`src/rtl/modem_pkg.sv`:
```
package modem_pkg;
  localparam logic [1:0] ADR_LINE_CTL  = 2'd0;
  localparam logic [1:0] ADR_CHG_SETUP = 2'd1;
  localparam logic [1:0] ADR_STATUS    = 2'd2;
  localparam logic [1:0] ADR_SUM_EN    = 2'd3;

  localparam int NUM_WATCHED = 2;  // CTS, DCD

  // edge test: either direction when any_dir, else rising only
  function automatic logic edge_seen(input logic prev, input logic cur, input logic any_dir);
    return any_dir ? (prev ^ cur) : (cur & ~prev);
  endfunction

  // interrupt request from flags, masks and summary enable
  function automatic logic irq_calc(input logic [NUM_WATCHED-1:0] flags,
                                    input logic [NUM_WATCHED-1:0] masks,
                                    input logic sum_en);
    return sum_en & (|(flags & masks));
  endfunction
endpackage

```
`src/rtl/mdm_sync.sv`:
```
module mdm_sync #(
  parameter int STAGES = 2,
  parameter int W      = 4
) (
  input  logic         clk,
  input  logic         rst_n,
  input  logic [W-1:0] d_async,
  output logic [W-1:0] d_sync
);
  logic [W-1:0] chain [STAGES];

  always_ff @(posedge clk or negedge rst_n) begin
    if (!rst_n) chain[0] <= '0;
    else        chain[0] <= d_async;
  end

  for (genvar s = 1; s < STAGES; s++) begin : g_stage
    always_ff @(posedge clk or negedge rst_n) begin
      if (!rst_n) chain[s] <= '0;
      else        chain[s] <= chain[s-1];
    end
  end

  assign d_sync = chain[STAGES-1];
endmodule

```
`src/rtl/mdm_change_det.sv`:
```
module mdm_change_det
  import modem_pkg::*;
(
  input  logic clk,
  input  logic rst_n,
  input  logic level,
  input  logic any_dir,
  input  logic clr,
  output logic edge_hit,
  output logic chg
);
  logic prev_q;

  always_ff @(posedge clk or negedge rst_n) begin
    if (!rst_n) prev_q <= 1'b0;
    else        prev_q <= level;
  end

  assign edge_hit = edge_seen(prev_q, level, any_dir);

  // a new edge wins over a simultaneous clear
  always_ff @(posedge clk or negedge rst_n) begin
    if (!rst_n)        chg <= 1'b0;
    else if (edge_hit) chg <= 1'b1;
    else if (clr)      chg <= 1'b0;
  end

  AST_EDGE_SETS_FLAG: assert property (@(posedge clk) disable iff (!rst_n)
    edge_hit |=> chg);
  AST_CLEAR_ON_READ: assert property (@(posedge clk) disable iff (!rst_n)
    (clr && !edge_hit) |=> !chg);
  AST_NO_SPURIOUS_FLAG: assert property (@(posedge clk) disable iff (!rst_n)
    $rose(chg) |-> $past(edge_hit));
endmodule

```
`src/rtl/modem_line_ctrl.sv`:
```
module modem_line_ctrl
  import modem_pkg::*;
#(
  parameter int DATA_W      = 8,
  parameter int SYNC_STAGES = 2
) (
  input  logic              clk,
  input  logic              rst_n,
  input  logic              reg_wr,
  input  logic              reg_rd,
  input  logic [1:0]        reg_addr,
  input  logic [DATA_W-1:0] reg_wdata,
  output logic [DATA_W-1:0] reg_rdata,
  input  logic              ri_pin,
  input  logic              cts_pin,
  input  logic              dcd_pin,
  input  logic              dsr_pin,
  output logic              rts_pin,
  output logic              dtr_pin,
  output logic              loopback_en,
  output logic              irq
);
  localparam int NUM_IN = 4;

  logic [DATA_W-1:0] line_ctl_q, chg_setup_q, sum_en_q;
  logic [NUM_IN-1:0] lvl;
  logic [NUM_WATCHED-1:0] watched_lvl, any_dir, flag, edge_hit, mask;
  logic status_clr;

  // register writes
  always_ff @(posedge clk or negedge rst_n) begin
    if (!rst_n) begin
      line_ctl_q  <= '0;
      chg_setup_q <= '0;
      sum_en_q    <= '0;
    end else if (reg_wr) begin
      case (reg_addr)
        ADR_LINE_CTL:  line_ctl_q  <= reg_wdata;
        ADR_CHG_SETUP: chg_setup_q <= reg_wdata;
        ADR_SUM_EN:    sum_en_q    <= reg_wdata;
        default: ;
      endcase
    end
  end

  assign rts_pin     = ~line_ctl_q[0];
  assign dtr_pin     = ~line_ctl_q[1];
  assign loopback_en = line_ctl_q[2];

  // input synchronization: {dsr, dcd, cts, ri}
  mdm_sync #(.STAGES(SYNC_STAGES), .W(NUM_IN)) u_sync (
    .clk(clk), .rst_n(rst_n),
    .d_async({dsr_pin, dcd_pin, cts_pin, ri_pin}),
    .d_sync(lvl)
  );

  assign watched_lvl = {lvl[2], lvl[1]};          // {dcd, cts}
  assign mask        = chg_setup_q[1:0];
  assign any_dir     = chg_setup_q[3:2];
  assign status_clr  = reg_rd && (reg_addr == ADR_STATUS);

  for (genvar i = 0; i < NUM_WATCHED; i++) begin : g_watch
    mdm_change_det u_det (
      .clk(clk), .rst_n(rst_n),
      .level(watched_lvl[i]), .any_dir(any_dir[i]), .clr(status_clr),
      .edge_hit(edge_hit[i]), .chg(flag[i])
    );
  end

  assign irq = irq_calc(flag, mask, sum_en_q[0]);

  always_comb begin
    reg_rdata = '0;
    case (reg_addr)
      ADR_LINE_CTL:  reg_rdata = line_ctl_q;
      ADR_CHG_SETUP: reg_rdata = chg_setup_q;
      ADR_STATUS: begin
        reg_rdata[3:0] = lvl;
        reg_rdata[5:4] = flag;
      end
      default:       reg_rdata = sum_en_q;
    endcase
  end

  AST_RTS_INVERTS: assert property (@(posedge clk) disable iff (!rst_n)
    (reg_wr && reg_addr == ADR_LINE_CTL) |=> (rts_pin == !$past(reg_wdata[0])));
  AST_DTR_INVERTS: assert property (@(posedge clk) disable iff (!rst_n)
    (reg_wr && reg_addr == ADR_LINE_CTL) |=> (dtr_pin == !$past(reg_wdata[1])));
  AST_IRQ_GATED: assert property (@(posedge clk) disable iff (!rst_n)
    !sum_en_q[0] |-> !irq);
  AST_IRQ_NEEDS_FLAG: assert property (@(posedge clk) disable iff (!rst_n)
    irq |-> (|flag));
  AST_KEEP_ON_COLLIDE: assert property (@(posedge clk) disable iff (!rst_n)
    (status_clr && (|edge_hit)) |=> (|flag));
endmodule

```
`config.mk`:
```
export PLATFORM = sky130hd
export DESIGN_NAME = modem_line_ctrl
export DESIGN_NICKNAME = d
export VERILOG_FILES = /design/src/rtl/modem_pkg.sv /design/src/rtl/mdm_sync.sv /design/src/rtl/mdm_change_det.sv /design/src/rtl/modem_line_ctrl.sv
export SDC_FILE = /design/constraint.sdc
export NUM_CORES = 1
export LEC_CHECK = 0
export BUFFER_PORTS_ARGS = -buffer_cell sky130_fd_sc_hd__clkbuf_2
export CORE_ASPECT_RATIO = 1.1
export CORE_MARGIN = 2
export CORE_UTILIZATION = 45
export DETAILED_ROUTE_END_ITERATION = 10
export PLACE_DENSITY = 0.71
export SYNTH_ARGS = -nofsm -noshare
export SYNTH_HDL_FRONTEND = slang
export SYNTH_SLANG_ARGS = --single-unit
```
`constraint.sdc`:
```
create_clock -name clk -period 2.49 [get_ports clk]
set_clock_uncertainty 0.1 [all_clocks]
set_input_delay 0.1245 -clock clk [delete_from_list [all_inputs] [get_ports clk]]
set_output_delay 0.1245 -clock clk [all_outputs]
set_load 0.005 [all_outputs]
```
# After elaboration in Yosys (flattened, before gate mapping)
# Index checks and enable logic that the tools add are counted.
# word_totals
ff_bits	36
input_bits	18
# classes
n_eq_ne	3
mux	7
n_bitwise	10
n_reduce_logical	8
# ops
op	count
$pmux W6 S3	1
$pmux W2 S3	1
$reduce_and A2 Y1	3
$mux W1	5
$eq A2 B2 Y1 const B	2
$not A1 Y1	4
$reduce_bool A2 Y1	2
$and A1 B1 Y1	3
$and A2 B2 Y2	1
$eq A2 B1 Y1 const B	1
$logic_not A2 Y1	1
$reduce_or A2 Y1	1
$xor A1 B1 Y1	2
$logic_and A1 B1 Y1	1

# Logic depth before layout (Yosys ltp)
# logic_depth
word_depth	4
mapped_depth	4
depth_no_buf	4

# Hierarchy
# A second synthesis with hierarchy kept.
# hier_totals
hier_cells	101
hier_area_um2	1565.3
# modules_own_cells
mod	instances	cells_per_inst	area_per_inst_um2	seq_area_each_um2
modem_line_ctrl	1	71	1147.4	600.6
mdm_sync	1	12	230.2	200.2
mdm_change_det	2	9	93.8	50.0

# Worst setup path after synthesis
# OpenSTA, ideal clock, no wires.
# synth_path
path_kind	register to register
from	register u_sync.chain (netlist bit u_sync.d_sync[2])
to	register g_watch[1].u_det.chg
t_arrival_ps	971
required_ps	2269
setup_slack_ps	1299
stages_incl_launch_ff	4
n_path_buf	0
period_less_slack_ps	1191
path_cell_list	dfrtp_1 > ha_1 > or2_2 > a22o_1
# synth_between
elab_chain_cells	3
elab_cells_between_ends	5
# synth_lines
item	line	source
start, declared	mdm_sync.sv:10	logic [W-1:0] chain [STAGES];
start signal, assigned by index	mdm_sync.sv:20	else chain[s] <= chain[s-1];
$and A1 B1 Y1 or $xor A1 B1 Y1 (tied branches)	modem_pkg.sv:11	return any_dir ? (prev ^ cur) : (cur & ~prev);
$mux W1 (*)	modem_pkg.sv:11	
$mux W1 or $reduce_bool A2 Y1 (tied branches)	-	
end signal, assigned	mdm_change_det.sv:23	if (!rst_n) chg <= 1'b0;
end signal, assigned	mdm_change_det.sv:24	else if (edge_hit) chg <= 1'b1;
end signal, assigned	mdm_change_det.sv:25	else if (clr) chg <= 1'b0;
end, declared	mdm_change_det.sv:10	output logic chg
# Every way passes the cells marked *; elsewhere a longest branch is shown, timed or not.
# A chain may end at the register's enable or synchronous reset.

# Final worst setup path
# layout_path
from	register chg_setup_q[3]
to	output reg_rdata[3]
# layout_between
elab_chain_cells	1
# layout_lines
item	line	source
start, declared	modem_line_ctrl.sv:25	logic [DATA_W-1:0] line_ctl_q, chg_setup_q, sum_en_q;
start signal, assigned	modem_line_ctrl.sv:39	ADR_CHG_SETUP: chg_setup_q <= reg_wdata;
$pmux W6 S3	modem_line_ctrl.sv:74	case (reg_addr)
end, declared	modem_line_ctrl.sv:13	output logic [DATA_W-1:0] reg_rdata,
# Every way passes these cells.

==> results by group <==
Status
  – Outcome: finished clean

CTS
  – Clock sink count: 36
  – Clock Tree Root: clkbuf_4
  – Worst skew pair latency: ~0.34 ns
  – Clk pin slew, worst setup/hold paths: 0.10 ns
  – Setup Buffers After CTS: 0
  – CTS max path bufs: 2
  – CTS tree: yes
  – CTS H-Tree Depth: 2
  – Num CTS Buffers: 5

Placed design
  – Place WS: 0.9618 ns
  – IO buf count: 29
  – Routability congestion estimate: 0.6872
  – Post-DP HPWL: 1967 µm
  – DP Area: 1694 µm²

Critical path
  – Top Family by Delay on Critical Path: multiplexers
  – Crit path kind: register to primary output
  – Worst setup EP type: primary output
  – Worst path cell trace: mux4_1 -> clkbuf_2
  – CP peak stage delay: 0.52 ns
  – Number of buffers and inverters on the critical path: 1
  – CP max FO: 4
  – Critical Path RT: 2.27 ns
  – Cell at the slowest stage of the critical path: mux4_1
  – CP startpoint kind: register
  – Data arrival, critical path: between 1 and 1.5 ns

STA
  – RSZ-0062 raised after global routing: no
  – Post-layout min period: 1.632 ns
  – Period Utilization, post-route: 65.55%
  – Final Max Slew Viols: 0
  – Worst slew margin: 43.20%
  – Final WS setup: 0.8578 ns
  – Final setup fails: 0
  – Total negative slack: 0 ns
  – Hold_ws: 0.03958 ns
  – Least-Margin Pin Slew: 0.8520 ns
  – FMAX: just over 0.6 GHz
  – Endpoints failing hold: 0

Floorplanning
  – Core ar.: ~3300 µm²
  – Die extent in y: 65.01 µm
  – Row count: 22
  – Initial Util: 46.49%
  – Die Wd: 59.47 µm
  – I/O Pins: 30
  – Die Area: 3866 µm²

Power and ir drop
  – P_leak: 0.0008613 µW
  – Peak VDD IR: roughly 350 µV
  – Power per Cell Area: 672.6 nW/µm²

Route
  – Post-DRT Antenna Nets: 0
  – Routed wl met3: 146 µm
  – Met2 routed WL: 1463 µm
  – Routed Wire Length: 2831 µm
  – Initial DRC Count: 7
  – Vias per Instance: around 5.4
  – Via count: 941
  – Max layer used: met4
  – First-pass iteration count of the detailed router: 4
  – Post-DR wirelength/cell: ~16 µm
  – DRC viols: 0
  – Met1 Wirelength: 1161 µm

Finish
  – Fill count: 274
  – Nets: 158
  – Post-layout instance area: 1871 µm²
  – # diodes: 0
  – Share of cells above drive strength 1: 50.72%
  – P&R area growth vs syn: 22.84%

Global routing
  – Antenna violations before repair: 0
  – Vias in the first global route: 960
  – Largest net degree at the start of global routing: 37
  – Global-route wire length before repair: 4754 µm
  – Total grt overflow: 0
  – Total GRT Usage: between 15 and 20%

Synthesis
  – Synthesized area per cell: 16.73 µm²
  – Post-Synthesis Cells: 91
  – Yosys reg bits: 36
  – Warnings, synthesis: 0
  – Main combinational cell family by area after synthesis: multiplexers
  – Synth Area in Adders: 1.643%
  – Synthesized Nets: 111
  – Xor/xnor share of the synthesized area: 0%
  – Post-synthesis mux area share: between 20 and 30%
  – Compound-cell area share of the yosys netlist: 2.794%
  – Synth Cell Area: 1523 µm²
  – Register area share after synthesis: 59.16%
  – Post-synthesis simple-gate area fraction: 5.588%
  – Synth cell types: 18

Flow run
  – Max-cap viol count: 0

Hold path
  – Worst hold path type: input pin to register
==> tightest hold or removal path: stages <==
cell,delay [ns]
clkbuf_2,0.09
nand3b_1,0.10
a22o_1,0.14
==> cell families after synthesis <==
family / Yosys count
compound gates: 5
fa+ha+maj: 2
buf+inv: 6
flops: 36
mux: 32
simple gates: 10
==> report_power, final <==
part / leakage (µW) / switching [µW] / internal (µW)
clock: 0.0000281 / 179 / 104
sequential: 0.000420 / 53.0 / 671
combinational: 0.000413 / 93.1 / 159
total: 0.000861 / 325 / 933
==> registers in the layout, indices dropped and copies added, names as in the netlist <==
register / count
line_ctl_q: 8
u_sync.chain: 4
g_watch.u_det.chg: 2
sum_en_q: 8
chg_setup_q: 8
u_sync.d_sync: 4
g_watch.u_det.prev_q: 2
==> worst paths after layout <==
path / slack, ns / from / endpoint / cells after the start
min in group asynchronous: 0.32 / rst_n / u_sync.chain[5]$_DFF_PN0_ / 2
hold reg to reg: 0.26 / u_sync.chain[7]$_DFF_PN0_ / u_sync.d_sync[3]$_DFF_PN0_ / 0
setup reg to reg: 1.23 / u_sync.d_sync[1]$_DFF_PN0_ / g_watch[0].u_det.chg$_DFFE_PN0P_ / 3
max in group asynchronous: 1.44 / rst_n / chg_setup_q[6]$_DFFE_PN0P_ / 2
hold / removal: 0.04 / reg_rd / g_watch[0].u_det.chg$_DFFE_PN0P_ / 3
setup / recovery: 0.86 / chg_setup_q[3]$_DFFE_PN0P_ / reg_rdata[3] / 2
==> cells in the mapped netlist, drive strengths merged <==
| library cell | count | area share (%) |
|---|---|---|
| nor3b | 1 | 1.2 |
| mux2 | 26 | 19 |
| a22oi | 1 | 0.49 |
| nand3b | 2 | 1.2 |
| buf | 2 | 1.2 |
| dfrtp | 36 | 59 |
| inv | 4 | 0.99 |
| nand3 | 1 | 1.2 |
| nand2 | 2 | 0.49 |
| nor2b | 1 | 0.41 |
| nor2 | 1 | 0.25 |
| or2 | 2 | 0.82 |
| mux4 | 6 | 9.4 |
| ha | 2 | 1.6 |
| a22o | 4 | 2.3 |
==> cells in the final DEF (no fill, tap or decap), drive strengths merged <==
master	instances
mux2	26
dfrtp	36
nand2	2
nand3b	2
mux4	6
nand3	1
clkbuf	35
inv	4
clkinv	1
dlygate4sd3	13
nor2b	1
or2	2
nor2	1
a22o	4
a22oi	1
nor3b	1
ha	2
==> final cells by class <==
type                            count  area, µm²  share of cell area, %
Clock buffer                        6      41.29                  2.207
Clock inverter                      1      5.005                 0.2676
Inverter                            4      15.01                 0.8027
Multi-Input combinational cell     49      588.1                  31.44
Sequential cell                    36      900.9                  48.16
Tap cell                           36      45.04                  2.408
Timing Repair Buffer               42      275.3                  14.72
==> per-layer routing <==
metal	vias to the layer above	track usage (%)
met3	6	5.988
met2	21	27.88
met1	480	21.85
met5	-	0
li1	434	-
met4	0	8.523
==> stage by stage <==
stage | power, µW | utilization [%] | cells
after global placement | 960.4 | 51.72 | 154
after floorplan | 869.6 | - | 91
final | 1258 | 57.10 | 174
after global routing | 1330 | 57.10 | 174
after detailed placement | 975.1 | 51.72 | 154
after CTS | 1273 | 57.10 | 174
==> what timing repair did <==
item | CTS | global route
gates resized for setup | 0 | 0
hold buffers | 13 | 0
hold endpoints to repair | 64 | 0
Power figures use the tool's default switching activity.
